**config.mk**
```make
export PLATFORM = sky130hd
export DESIGN_NAME = xirq_sense
export DESIGN_NICKNAME = d
export VERILOG_FILES = /design/src/rtl/xirq_pkg.sv /design/src/rtl/xirq_sync.sv /design/src/rtl/xirq_ctrl.sv /design/src/rtl/xirq_chan.sv /design/src/rtl/xirq_sense.sv
export SDC_FILE = /design/constraint.sdc
export NUM_CORES = 1
export LEC_CHECK = 0
export BUFFER_PORTS_ARGS = -buffer_cell sky130_fd_sc_hd__buf_2
export CAP_MARGIN = 20
export CORE_AREA = 2 2 39 41
export DETAILED_ROUTE_END_ITERATION = 7
export DIE_AREA = 0 0 41 43
export GPL_ROUTABILITY_DRIVEN = 0
export PLACE_DENSITY_LB_ADDON = 0.05
export SKIP_LAST_GASP = 1
export SLEW_MARGIN = 20
export SYNTH_ARGS = -nofsm -noshare
export SYNTH_HDL_FRONTEND = slang
export SYNTH_SLANG_ARGS = --single-unit
```
**constraint.sdc**
```tcl
create_clock -name clk_i -period 1 [get_ports clk_i]
set_input_delay 0.15 -clock clk_i [delete_from_list [all_inputs] [get_ports clk_i]]
set_output_delay 0.15 -clock clk_i [all_outputs]
set_load 0.005 [all_outputs]
```
**src/rtl/xirq_pkg.sv**
```systemverilog
package xirq_pkg;

   typedef enum logic {
      SENSE_LEVEL = 1'b0,
      SENSE_FALL  = 1'b1
   } sense_e;

   // Sleep overrides the programmed sense to level
   function automatic logic level_active(input logic sense_bit, input logic sleep);
      return (sense_bit == SENSE_LEVEL) || sleep;
   endfunction

endpackage

```
**src/rtl/xirq_sync.sv**
```systemverilog
module xirq_sync #(
   parameter int   STAGES  = 2,
   parameter logic RST_VAL = 1'b1
) (
   input  logic clk_i,
   input  logic rst_i,
   input  logic d_i,
   output logic q_o
);
   logic [STAGES-1:0] chain_q;

   always_ff @(posedge clk_i) begin
      if (rst_i) chain_q <= {STAGES{RST_VAL}};
      else       chain_q <= {chain_q[STAGES-2:0], d_i};
   end

   assign q_o = chain_q[STAGES-1];
endmodule

```
**src/rtl/xirq_ctrl.sv**
```systemverilog
module xirq_ctrl #(
   parameter int NUM_PINS = 2,
   localparam int CFG_W   = 2 * NUM_PINS
) (
   input  logic                clk_i,
   input  logic                rst_i,
   input  logic                we_i,
   input  logic [CFG_W-1:0]    wdata_i,
   input  logic                sleep_i,
   output logic [NUM_PINS-1:0] en_o,
   output logic [NUM_PINS-1:0] sense_o
);
   logic [NUM_PINS-1:0] en_q, sense_q;

   always_ff @(posedge clk_i) begin
      if (rst_i) begin
         en_q    <= '0;
         sense_q <= '0;
      end else if (we_i && !sleep_i) begin
         en_q    <= wdata_i[NUM_PINS-1:0];
         sense_q <= wdata_i[CFG_W-1:NUM_PINS];
      end
   end

   assign en_o    = en_q;
   assign sense_o = sense_q;
endmodule

```
**src/rtl/xirq_chan.sv**
```systemverilog
module xirq_chan
   import xirq_pkg::*;
(
   input  logic clk_i,
   input  logic rst_i,
   input  logic sync_i,
   input  logic en_i,
   input  logic sense_i,
   input  logic sleep_i,
   input  logic ack_i,
   output logic pend_o,
   output logic flag_o
);
   logic prev_q, flag_q, fall, use_level;

   assign fall      = prev_q && !sync_i;
   assign use_level = level_active(sense_i, sleep_i);

   always_ff @(posedge clk_i) begin
      if (rst_i) begin
         prev_q <= 1'b1;
         flag_q <= 1'b0;
      end else begin
         prev_q <= sync_i;
         if (!sleep_i && sense_i == SENSE_FALL && en_i && fall)
            flag_q <= 1'b1;
         else if (ack_i || !en_i || (sense_i == SENSE_LEVEL && !sleep_i))
            flag_q <= 1'b0;
      end
   end

   assign pend_o = use_level ? ((en_i && !sync_i) || flag_q) : flag_q;
   assign flag_o = flag_q;
endmodule

```
**src/rtl/xirq_sense.sv**
```systemverilog
module xirq_sense #(
   parameter int NUM_PINS    = 2,
   parameter int SYNC_STAGES = 2,
   localparam int CFG_W      = 2 * NUM_PINS
) (
   input  logic                clk_i,
   input  logic                rst_i,
   input  logic [NUM_PINS-1:0] irq_n_i,
   input  logic                cfg_we_i,
   input  logic [CFG_W-1:0]    cfg_wdata_i,
   input  logic                sleep_i,
   input  logic [NUM_PINS-1:0] ack_i,
   output logic [NUM_PINS-1:0] pend_o,
   output logic                wake_o
);
   if (NUM_PINS < 1 || SYNC_STAGES < 2) begin : g_bad_cfg
      $error("xirq_sense: NUM_PINS must be >= 1 and SYNC_STAGES >= 2");
   end

   logic [NUM_PINS-1:0] en_w, sense_w, sync_w, flag_w;

   xirq_ctrl #(.NUM_PINS(NUM_PINS)) u_ctrl (
      .clk_i   (clk_i),
      .rst_i   (rst_i),
      .we_i    (cfg_we_i),
      .wdata_i (cfg_wdata_i),
      .sleep_i (sleep_i),
      .en_o    (en_w),
      .sense_o (sense_w)
   );

   for (genvar i = 0; i < NUM_PINS; i++) begin : g_pin
      xirq_sync #(.STAGES(SYNC_STAGES), .RST_VAL(1'b1)) u_sync (
         .clk_i (clk_i),
         .rst_i (rst_i),
         .d_i   (irq_n_i[i]),
         .q_o   (sync_w[i])
      );
      xirq_chan u_chan (
         .clk_i   (clk_i),
         .rst_i   (rst_i),
         .sync_i  (sync_w[i]),
         .en_i    (en_w[i]),
         .sense_i (sense_w[i]),
         .sleep_i (sleep_i),
         .ack_i   (ack_i[i]),
         .pend_o  (pend_o[i]),
         .flag_o  (flag_w[i])
      );
   end

   // Clockless wake path: raw pins, gated by enables latched before sleep
   assign wake_o = sleep_i && (|(en_w & (~irq_n_i | flag_w)));
endmodule

```
# Word-level counts from Yosys, hierarchy flattened
# Index checks and enable logic that the tools add are counted.
op_classes:
  addsub: 0
  n_mul: 0
  div: 0
  order_cmp: 0
  eq_ne: 0
  shift: 0
  mux: 6
  bitwise: 5
  n_reduce_logical: 30
op_table:
  columns: ["cell", "count"]
  rows:
  - ["1-bit logical AND", 14]
  - ["1-bit logical OR", 8]
  - ["1-bit two-way mux", 6]
  - ["1-bit logical NOT", 5]
  - ["2-bit nonzero test", 2]
  - ["2-bit AND", 1]
  - ["1-bit inverter", 2]
  - ["2-bit inverter", 1]
  - ["2-bit bitwise OR", 1]
  - ["2-bit OR reduction", 1]
word_totals:
  regBits: 12
  latchBits: 0
  ram_bits: 0
  romBits: 0
  in_bits: 12
  out_inout_bits: 3
  elab_cells: 49
  mem_count: 0

# Logic depth before layout (Yosys ltp)
logic_depth:
  word_depth: 5
  depth_mapped: 4
  depth_no_buf: 3

# By module
# A second synthesis with hierarchy kept.
unflattened:
  hier_cells: 52
  area_unflattened_um2: 523.0
by_module_without_submodules:
  columns: ["mod", "instances", "cells_per_inst", "area_each_um2", "seq_area_each_um2"]
  rows:
  - ["xirq_chan", 2, 11, 103.8, 40.0]
  - ["xirq_ctrl", 1, 17, 183.9, 80.1]
  - ["xirq_sync", 2, 4, 52.6, 40.0]
  - ["xirq_sense", 1, 5, 26.3, 0.0]

# Least setup slack after synthesis
# No wires, ideal clock.
synth_timing:
  kind: "reg2out"
  start: "register u_ctrl.sense_q[0] (netlist: u_ctrl.sense_o[0])"
  end: "output pend_o[0]"
  t_arrival_ns: 0.724
  required_time_ns: 0.850
  slack_ns: 0.126
  path_stages_with_launch: 4
  n_path_buf: 1
  cell_sequence: "dfxtp_1 > nand2b_1 > a31o_2 > buf_4"
synth_via:
  elab_chain_len: 3
synth_rtl:
  columns: ["element", "line", "source"]
  rows:
  - ["start: declaration", "xirq_ctrl.sv:13", "logic [NUM_PINS-1:0] en_q, sense_q;"]
  - ["start signal: assignment", "xirq_ctrl.sv:21", "sense_q <= wdata_i[CFG_W-1:NUM_PINS];"]
  - ["1-bit inverter", "xirq_pkg.sv:10", "return (sense_bit == SENSE_LEVEL) || sleep;"]
  - ["1-bit logical OR", "xirq_pkg.sv:10", null]
  - ["1-bit two-way mux", "xirq_chan.sv:32", "assign pend_o = use_level ? ((en_i && !sync_i) || flag_q) : flag_q;"]
  - ["end: declaration", "xirq_sense.sv:13", "output logic [NUM_PINS-1:0] pend_o,"]
# Every way passes these cells.

# Worst setup path in the final report
layout_timing:
  start: "register u_ctrl.sense_q[1] (netlist: u_ctrl.sense_o[1])"
  end: "output pend_o[1]"
# Same word-level chain as after synthesis.

==> results by group <==
Global route
  – GRT Util Overall: between 10% and 20%
  – Grt ovf: 0
  – Initial antenna violation count: 0
  – Pin count of the biggest net entering global routing: 13
  – First-pass GRT wire length: 1350 um
  – Vias in the first global route: 336

Floorplanning
  – I/O pins: 15
  – Number of placement rows: 14
  – Die W: 41 um
  – Core ar.: 0.00138 mm^2
  – Die area: 0.00176 mm^2
  – Die H: 43 um
  – Initial Utilization: 34.9%

Setup path
  – CP Launch Type: register
  – CP endpoint kind: primary output
  – Worst path cell trace: nand2b_1, a31o_2, buf_2
  – Crit path DAT: 1.00 ns
  – Worst-path fanout max: 3
  – Setup Crit Path Kind: register to primary output
  – Critical path's largest stage delay: 0.34 ns
  – Critical Path RT: around 0.85 ns
  – CP max-delay cell: dfxtp_2

Yosys
  – Post-Syn Area: 483 um^2
  – Syn nets: 64
  – Mapped Cells: 52
  – Unique cell type count in the Yosys netlist: 14
  – Post-synth top area share: 49.7%
  – Main synth FF type: dfxtp_1
  – Post-synth top area cell: dfxtp_1
  – Post-synth EDFFs: 0
  – Most instantiated library cell after synthesis: dfxtp_1
  – Ys async rst share: 0%
  – Top cells by area, synth: dfxtp_1, mux2i_1, or2_2
  – Seq cells post-synth: 12
  – Syn_area_per_cell: 9.29 um^2
  – Seq/Total Area, Yosys: 49.7%
  – Yosys warning total: 0
  – Most frequent cells after synthesis: dfxtp_1, nor2_1, or2_2

Pwr
  – Maximum VDD drop: about 0.69 mV
  – Power Density: 1410 mW/mm^2
  – LEAKAGE: 0.295 nW
  – Power, Total: 875 uW

Place
  – HPWL Detailed: 645 um
  – Port Buffers: 14
  – Placed Area: 569 um^2
  – Placed cells: around 80

Clock tree
  – Post-CTS Hold Buffers: 0
  – Later-pin clock latency in the skew report: 0.26 ns
  – Clk buf depth: 2
  – # H-tree levels: 1
  – Clk sinks: 12
  – CTS tree: done
  – Root Buffer: clkbuf_4
  – Num CTS Buffers: 3
  – Worst-path clk slew: ~0.070 ns

STA
  – RSZ-0062 raised after global routing: yes
  – Final min period: approximately 1.2 ns
  – Final worst setup slack: -0.153 ns
  – Final Cycle Share: 115%
  – Max Fclk: 868 MHz
  – Setup violators final: 3
  – Max Slew Vio Count: 0
  – Worst-Margin Slew: 0.229 ns
  – Clk_skew: 0.00141 ns
  – Final hold viol count: 0
  – Max_slew headroom: a little over four fifths

Outcome
  – Violated checks: negative setup slack
  – Outcome: complete, but fails checks

Detailed routing
  – Per-cell routed wire length: 9.67 um
  – Drt pass-1 iters: 3
  – Starting DRT DRC Count: 3
  – Routed WL: 832 um
  – Routed via count: 382
  – Vias per inst: 4.44
  – Routed Antenna Nets: 0
  – DRC errors left: 0

Final layout
  – Final non-filler cell total: 86
  – Ant. Diodes: 0
  – Post-route cell area: between 600 and 700 um^2
  – Layout cell share with drive strength beyond 1: 52.9%
  – Fillers: 140
  – Post-layout util: 45.0%
  – Layout Area Growth over Synthesis: 29.0%
  – Storage cell area: ~250 um^2
  – Layout Nets: 84
  – Multi-input logic area: 201 um^2

Job
  – Max Cap Viol: 0

Worst hold path
  – Hold Path Class: primary input to register
sequential cells by signal, summed over array words and instances (netlist names):
name / count
g_pin.u_chan.flag_o: 2
g_pin.u_chan.prev_q: 2
g_pin.u_sync.chain_q: 4
u_ctrl.en_o: 2
u_ctrl.sense_o: 2
stage by stage:
step	hold slack (ns)	TNS, ns	worst slack (ns)
after detailed placement	0.354	0	0.0566
final	0.0855	-0.395	-0.153
after global placement	0.353	0	0.0570
after global routing	0.0696	-0.584	-0.197
after floorplan	0.227	0	0.126
after CTS	0.0723	-0.507	-0.173
path summary, 6_finish.rpt:
check,from,to,slack [ns],cells past startpoint
worst min-delay path,irq_n_i[0],g_pin[0].u_sync.chain_q[0],0.09,2
worst max register to register,g_pin[0].u_chan.flag_o,g_pin[0].u_chan.flag_o,0.13,3
worst max-delay path,u_ctrl.sense_o[1],pend_o[1],-0.15,3
worst min register to register,g_pin[1].u_sync.chain_q[0],g_pin[1].u_sync.chain_q[1],0.41,1
cell usage in the layout (no fill, tap or decap):
| cell | instances |
|---|---|
| clkbuf_4 | 3 |
| nor2b_1 | 3 |
| nor4b_1 | 2 |
| a31o_2 | 2 |
| buf_6 | 2 |
| o21ai_1 | 2 |
| inv_1 | 4 |
| mux2i_1 | 4 |
| buf_2 | 14 |
| dfxtp_2 | 7 |
| buf_4 | 3 |
| nor2_1 | 8 |
| nand2b_1 | 2 |
| a21boi_1 | 1 |
| dfxtp_1 | 5 |
| a21oi_1 | 2 |
| or2_2 | 6 |
what timing repair did:
item,CTS,global route
endpoints found under the hold margin,0,0
resized for setup,9,3
buffers inserted,2,0
pin swaps,1,1
endpoints found under the setup margin,3,4
cells by family after synthesis:
| family | count (synthesis) | synth area share [%] |
|---|---|---|
| mux | 4 | 8.29 |
| buf+inv | 8 | 8.55 |
| simple gates | 21 | 24.1 |
| flops | 12 | 49.7 |
| compound gates | 7 | 9.33 |
metal layers:
layer / global-route usage [%] / part of all wire, % / up-vias
li1: - / - / 204
met1: 14.7 / 52 / 165
met2: 15.6 / 41 / 13
met3: 9.42 / 6.3 / 0
met4: 2.00 / 0 / 0
met5: 0 / 0 / -
worst max-delay path, delay by kind of cell, from the launching register on:
kind	cells	cell delay [ns]
flip-flops	1	0.34
AO/OA/AOI/OAI	1	0.23
buffers and inverters	1	0.12
AND/OR/NAND/NOR	1	0.06
layout make-up:
type                            count  share of cell area, %
Tap cell                           16                   3.21
Sequential cell                    12                   40.0
Timing Repair Buffer               19                   18.5
Clock buffer                        3                   3.61
Multi-Input combinational cell     32                   32.3
Inverter                            4                   2.41
report_power, final:
| part | internal (mW) | switching [mW] |
|---|---|---|
| clock | 0.139 | 0.140 |
| combinational | 0.0541 | 0.0366 |
| sequential | 0.497 | 0.00872 |
| total | 0.690 | 0.185 |
Note: power is estimated with default switching activity, not from simulation.
